File: config.mk
export PLATFORM = sky130hd
export DESIGN_NAME = cdq_carrier_qual
export DESIGN_NICKNAME = d
export VERILOG_FILES = /design/src/rtl/cdq_pkg.sv /design/src/rtl/cdq_sync.sv /design/src/rtl/cdq_ms_tick.sv /design/src/rtl/cdq_window.sv /design/src/rtl/cdq_hold.sv /design/src/rtl/cdq_carrier_qual.sv
export SDC_FILE = /design/constraint.sdc
export NUM_CORES = 1
export LEC_CHECK = 0
export BUFFER_PORTS_ARGS = -buffer_cell sky130_fd_sc_hd__buf_2
export CORE_MARGIN = 1.5
export CORE_UTILIZATION = 45
export CTS_BUF_LIST = sky130_fd_sc_hd__clkbuf_4
export DETAILED_ROUTE_END_ITERATION = 7
export PLACE_DENSITY_LB_ADDON = 0.1
export SYNTH_ARGS = -nofsm -noshare
export SYNTH_HDL_FRONTEND = slang
export SYNTH_SLANG_ARGS = --single-unit
File: constraint.sdc
create_clock -name clk -period 3.7 [get_ports clk]
set_input_delay 0.185 -clock clk [delete_from_list [all_inputs] [get_ports clk]]
set_output_delay 0.185 -clock clk [all_outputs]
set_load 0.05 [all_outputs]
File: src/rtl/cdq_pkg.sv
package cdq_pkg;

    typedef enum logic [0:0] {
        CDQ_IDLE = 1'b0,
        CDQ_LOCK = 1'b1
    } cdq_state_e;

    // One synchronised sample together with the window boundary strobe
    typedef struct packed {
        logic tick;
        logic act;
    } cdq_sample_t;

    // Bits needed to hold a count from 0 to n inclusive
    function automatic int cnt_width(input int n);
        if (n < 1) return 1;
        return $clog2(n + 1);
    endfunction

endpackage

File: src/rtl/cdq_sync.sv
module cdq_sync #(
    parameter int STAGES = 2
) (
    input  logic clk,
    input  logic rst,
    input  logic din,
    output logic dout
);
    logic [STAGES-1:0] ff;

    for (genvar g = 0; g < STAGES; g++) begin : g_stage
        if (g == 0) begin : g_first
            always_ff @(posedge clk) begin
                if (rst) ff[0] <= 1'b0;
                else     ff[0] <= din;
            end
        end else begin : g_next
            always_ff @(posedge clk) begin
                if (rst) ff[g] <= 1'b0;
                else     ff[g] <= ff[g-1];
            end
        end
    end

    assign dout = ff[STAGES-1];
endmodule

File: src/rtl/cdq_ms_tick.sv
module cdq_ms_tick #(
    parameter int CLKS_PER_MS = 250000
) (
    input  logic clk,
    input  logic clr,
    output logic tick
);
    localparam int W = (CLKS_PER_MS < 2) ? 1 : $clog2(CLKS_PER_MS);
    localparam logic [W-1:0] LAST = W'(CLKS_PER_MS - 1);

    logic [W-1:0] cnt;

    assign tick = (cnt == LAST);

    always_ff @(posedge clk) begin
        if (clr)       cnt <= '0;
        else if (tick) cnt <= '0;
        else           cnt <= cnt + 1'b1;
    end
endmodule

File: src/rtl/cdq_window.sv
module cdq_window
    import cdq_pkg::*;
#(
    parameter int WINDOWS = 8,
    parameter int NEED    = 6,
    localparam int CW     = cnt_width(WINDOWS)
) (
    input  logic        clk,
    input  logic        clr,
    input  cdq_sample_t smp,
    output logic        qual,
    output logic [CW-1:0] score
);
    logic               seen;
    logic [WINDOWS-1:0] hist;

    always_ff @(posedge clk) begin
        if (clr) begin
            seen <= 1'b0;
            hist <= '0;
        end else if (smp.tick) begin
            hist <= {hist[WINDOWS-2:0], seen | smp.act};
            seen <= 1'b0;
        end else if (smp.act) begin
            seen <= 1'b1;
        end
    end

    assign score = CW'($countones(hist));
    assign qual  = (score >= CW'(NEED));
endmodule

File: src/rtl/cdq_hold.sv
module cdq_hold
    import cdq_pkg::*;
#(
    parameter int HOLD_MS = 8,
    localparam int HW     = cnt_width(HOLD_MS)
) (
    input  logic          clk,
    input  logic          clr,
    input  cdq_sample_t   smp,
    output logic          expire,
    output logic [HW-1:0] count
);
    localparam logic [HW-1:0] LASTH = HW'(HOLD_MS - 1);

    logic at_last;

    assign at_last = (count == LASTH);
    assign expire  = smp.tick & ~smp.act & at_last;

    always_ff @(posedge clk) begin
        if (clr)           count <= '0;
        else if (smp.act)  count <= '0;
        else if (smp.tick) count <= at_last ? '0 : count + 1'b1;
    end
endmodule

File: src/rtl/cdq_carrier_qual.sv
module cdq_carrier_qual
    import cdq_pkg::*;
#(
    parameter int CLKS_PER_MS = 250000,
    parameter int WINDOWS     = 8,
    parameter int NEED        = 6,
    parameter int HOLD_MS     = 8,
    parameter int SYNC_STAGES = 2
) (
    input  logic clk,
    input  logic rst,
    input  logic pwdn,
    input  logic energy_in,
    output logic cd_n
);
    localparam int CW = cnt_width(WINDOWS);
    localparam int HW = cnt_width(HOLD_MS);

    logic          halt;
    logic          act_s;
    logic          tick;
    logic          qual;
    logic          expire;
    logic          release_now;
    logic [CW-1:0] score;
    logic [HW-1:0] hold_cnt;
    cdq_sample_t   smp;
    cdq_state_e    state;

    assign halt        = rst | pwdn;
    assign smp.act     = act_s;
    assign smp.tick    = tick;
    assign release_now = (state == CDQ_LOCK) & expire;

    cdq_sync #(.STAGES(SYNC_STAGES)) u_sync (
        .clk  (clk),
        .rst  (rst),
        .din  (energy_in),
        .dout (act_s)
    );

    cdq_ms_tick #(.CLKS_PER_MS(CLKS_PER_MS)) u_tick (
        .clk  (clk),
        .clr  (halt),
        .tick (tick)
    );

    cdq_window #(.WINDOWS(WINDOWS), .NEED(NEED)) u_window (
        .clk   (clk),
        .clr   (halt | release_now),
        .smp   (smp),
        .qual  (qual),
        .score (score)
    );

    cdq_hold #(.HOLD_MS(HOLD_MS)) u_hold (
        .clk    (clk),
        .clr    (halt | (state != CDQ_LOCK)),
        .smp    (smp),
        .expire (expire),
        .count  (hold_cnt)
    );

    always_ff @(posedge clk) begin
        if (halt) begin
            state <= CDQ_IDLE;
            cd_n  <= 1'b1;
        end else if (state == CDQ_IDLE) begin
            if (qual) begin
                state <= CDQ_LOCK;
                cd_n  <= 1'b0;
            end
        end else if (release_now) begin
            state <= CDQ_IDLE;
            cd_n  <= 1'b1;
        end
    end
endmodule

; ---- Word-level counts from Yosys, hierarchy flattened
; Cells that the tools add are included.
[op_classes]
mul = 0
n_mux = 7
bitwise = 9
n_div = 0
reduce_logical = 5
n_lt_le_gt_ge = 1
n_addsub = 9
n_eq_ne = 3
n_shift = 0
[ops]
columns = cell, count
row1 = $add A18 B1 Y18 const B, 1
row2 = $eq A18 B18 Y1 const B, 1
row3 = $add A4 B4 Y4, 3
row4 = $add A1 B1 Y2, 4
row5 = $mux W1, 6
row6 = $reduce_or A2 Y1, 3
row7 = $add A4 B1 Y4 const B, 1
row8 = $eq A4 B3 Y1 const B, 1
row9 = $ge A4 B3 Y1 const B, 1
row10 = $mux W4, 1
row11 = $or A1 B1 Y1, 4
row12 = $and A1 B1 Y1, 3
row13 = $ne A2 B2 Y1 const B, 1
row14 = $not A1 Y1, 2
row15 = $reduce_and A2 Y1, 1
row16 = $reduce_bool A2 Y1, 1
[word_totals]
n_memories = 0
output_inout_bits = 1
latch_bits = 0
elab_cells = 42
ram_bits = 0
ff_bits = 35
mem_bits_ro = 0

; ---- Logic depth before layout (Yosys ltp)
[logic_depth]
ltp_word = 6
ltp_mapped = 10

; ---- Modules after synthesis
; Synthesis repeated with hierarchy kept, for this count alone.
[unflattened]
cells_unflattened = 180
hier_area_um2 = 1664.1
[modules_own_cells]
columns = mod, seq_area_each_um2, n_inst, cells_each, area_per_inst_um2
row1 = cdq_ms_tick, 360.3, 1, 94, 825.8
row2 = cdq_window, 180.2, 1, 52, 509.2
row3 = cdq_hold, 80.1, 1, 19, 183.9
row4 = cdq_carrier_qual, 40.0, 1, 11, 92.6
row5 = cdq_sync, 40.0, 1, 4, 52.6

; ---- Worst setup path after synthesis
; Ideal clock, no wire load.
[synth_timing]
kind = register to register
startpoint = register u_window.hist[6]
endpoint = register cd_n
path_buffers = 0
stages_incl_launch_ff = 11
arrival_time_ps = 2500
setup_slack_ps = 1082
synth_period_minus_slack_ps = 2618
required_time_ps = 3583
cell_sequence = dfxtp_1 ha_1 inv_1 fa_1 fa_1 inv_1 ha_1 fa_1 a21oi_1 o21ai_0 nand2b_1
[synth_via]
elab_chain_len = 6
[synth_rtl]
columns = item, line_no
row1 = "start, declared", cdq_window.sv:15  ; logic [WINDOWS-1:0] hist;
row2 = "start signal, assigned", cdq_window.sv:22  ; hist <= {hist[WINDOWS-2:0], seen | smp.act};
row3 = $add A1 B1 Y2 (implied by the code), cdq_window.sv:29  ; assign score = CW'($countones(hist));
row4 = $add A4 B4 Y4 (implied by the code) (2 in series), cdq_window.sv:29
row5 = $ge A4 B3 Y1, cdq_window.sv:30  ; assign qual = (score >= CW'(NEED));
row6 = $reduce_bool A2 Y1 (no source line), --
row7 = $reduce_and A2 Y1 (no source line), --
row8 = "end signal, assigned", cdq_carrier_qual.sv:67  ; cd_n <= 1'b1;
row9 = "end signal, assigned", cdq_carrier_qual.sv:71  ; cd_n <= 1'b0;
row10 = "end signal, assigned", cdq_carrier_qual.sv:75  ; cd_n <= 1'b1;
row11 = "end, declared", cdq_carrier_qual.sv:14  ; output logic cd_n
; No other way between the ends.
; A chain may end at the register's enable or synchronous reset.

; ---- Final worst setup path
; Same ends and word-level chain as after synthesis.

==> reports/metrics.yaml <==
yosys:
  synth_area_leaders: "dfxtp_1 (42%), ha_1 (5.9%), xnor2_1 (5.7%), a21oi_1 (5.0%), fa_1 (4.7%)"
  ys_types: 32
  netlist_instances: 193
  synth_top_area_share_pct: 41.5
  synth_seq_cells: 35
  async_flop_share_pct: 0
  syn_area_per_cell_um2: 8.75
  synth_fp_nets: 209
  synth_edf_count: 0
  syn_area_um2: 1690
  ys.flop_type: "dfxtp_1"
  ys.warnings.count: 0
  yosysTopAreaCell: "dfxtp_1"
  seq_area_frac_synth_pct: 41.5
  synth_most_common_cell: "dfxtp_1"
  synth_commonest_cells: "dfxtp_1 (35), nor2_1 (19), a21oi_1 (17), inv_1 (16), o21ai_0 (12)"
sta:
  finalCritPeriodShare_pct: 75.0
  period_needed_ns: 2.78
  rsz0062_at_grt: "false"
  fin_skew_ns: 0.00903
  tns_ns: 0
  hold_slack_ns: 0.0330
  hold_violations: 0
  setup_viol: 0
  worst_pin_slew_ns: 1.07
  finalMaxSlewViolations: 0
  slew_headroom_pct: 28.0
  max_freq_mhz: 360
detailed_routing:
  drtIter0Drc: 31
  via_count: 1387
  routed_wirelength_um: 3400
  avgRoutedWirePerCell_um: 13.8
  antenna_left: 0
  viasPerCell: 5.62
  dr.pass1.iters: 4
  drc: 0
clock_network:
  cts_buffers: 5
  tritoncts: "yes"
  max-clock-path-buffers: 2
  clkSlewWorstSetupHoldPaths_ns: 0.11
  cts-root-buf: "clkbuf_4"
  cts.sinks: 35
  clk_latency_ns: 0.34
  cts_resized: 0
  htree_num_levels: 2
  cts_setup_buffers: 0
  ctsHoldBuffers: 0
grt:
  antenna_found_initial: 0
  globalRouteOverflowTotal: 0
  grt_max_degree: 18
  grt_usage_pct: 18.4
  first_global_vias: 1337
  grt_pass1_wl_um: 5890
power:
  irDropWorstVdd_v: 0.000217
  leakage_nw: 0.586
  total_power_uw: 591
  powerDensity_nw_per_um2: 329
worst_hold_path:
  hold_class: "input port to flop"
cells_and_area:
  nets: 214
  finalNonFillerCells: 247
  area_growth_pct: 6.37
  n_fill_cell: 387
  diodes: 0
  layout-drive-gt1-share_pct: 8.54
die:
  coreArea_um2: 3630
  die_h_um: 64.2
  fp.dieW_um: 64.2
  dieArea_um2: 4130
  pin_count: 5
  rows: 22
  initial_utilization_pct: 46.5
placement:
  numPortBuffers: 4
  dp_hpwl_um: 2450
  globalplace.congestion: 0.802
  dp.cells: 239
worst_setup_path:
  path_class: "flop to flop"
  crit_arrival_ns: 3.02
  crit_path_end_kind: "flop"
  cp.required_ns: 3.94
  cp_max_fo: 3
  cp-start-kind: "flop"
flow_run:
  cap_violations: 0
run_status:
  status: "finished, final reports clean"
-- cell type report --
| type | instances | area (um^2) | share of cell area [%] |
|---|---|---|---|
| inverter | 16 | 60.1 | 3.34 |
| clock buffer | 6 | 45.0 | 2.51 |
| sequential | 35 | 701 | 39.0 |
| clock inverter | 2 | 7.51 | 0.418 |
| tap | 48 | 60.1 | 3.34 |
| timing repair buffer | 4 | 20.0 | 1.11 |
| multi-input combinational | 136 | 902 | 50.2 |
-- critical path, cell delays in order (launching register included) --
cell and delay, ns:
dfxtp_1 0.34, ha_1 0.29, inv_1 0.06, fa_1 0.45
fa_1 0.52, inv_1 0.04, ha_1 0.20, fa_1 0.49
a21oi_1 0.07, o21ai_0 0.15, nand2b_1 0.07
-- where the power goes --
group          leakage, nW  internal (mW)  switching, mW
clock network       0.0307         0.0777          0.122
registers            0.283          0.379        0.00155
logic                0.273        0.00392        0.00737
total                0.586          0.460          0.130
-- metrics by stage --
step           util, %  setup slack, ns  area (um^2)
2_1_floorplan        -             1.08         1690
3_3_place_gp      48.0             1.02         1740
3_5_place_dp      48.0            0.915         1740
4_1_cts           49.4            0.891         1800
5_1_grt           49.4            0.771         1800
6_report          49.4            0.923         1800
-- flip-flops by register name, summed over array words and instances, names as in the netlist --
signal         cells
u_tick.cnt        18
u_window.hist      8
u_hold.count       4
cd_n               1
state              1
u_sync.dout        1
u_sync.ff          1
u_window.seen      1
-- kinds of logic (layout without fill, tap and decap cells) --
kind of cell    after synthesis  in the layout  synth area share, %
compound gates               35             35                 11.3
simple gates                 76             76                 24.7
fa+ha+maj                    12             12                 10.7
flops                        35             35                 41.5
xor+xnor                     13             13                 6.75
buf+inv                      22             28                 5.04
-- metal layers --
metal	vias up	part of all wire (%)	global-route usage, %
li1	687	-	-
met1	670	46	22.1
met2	25	49	31.8
met3	5	3.5	4.75
met4	0	1.4	6.38
met5	-	0	0
-- layout by cell type (no fill, tap or decap), drive strengths merged, types with 6 or more instances in the layout --
| master | n |
|---|---|
| a21oi | 17 |
| clkbuf | 6 |
| dfxtp | 35 |
| ha | 8 |
| inv | 16 |
| nand2 | 7 |
| nand3 | 9 |
| nand4 | 10 |
| nor2 | 19 |
| o21ai | 13 |
| xnor2 | 11 |
-- path summary, 6_finish.rpt --
| path | startpoint | to | cells past startpoint | slack [ns] |
|---|---|---|---|---|
| min | rst | u_sync.dout$_SDFF_PP0_ | 2 | 0.03 |
| max | u_window.hist[6]$_SDFFE_PP0P_ | cd_n$_SDFFE_PP1P_ | 10 | 0.92 |
| max reg2reg | u_window.hist[6]$_SDFFE_PP0P_ | cd_n$_SDFFE_PP1P_ | 10 | 0.92 |
| min reg2reg | u_sync.ff[0]$_SDFF_PP0_ | u_sync.dout$_SDFF_PP0_ | 1 | 0.46 |
(Power assumes the default switching activity.)
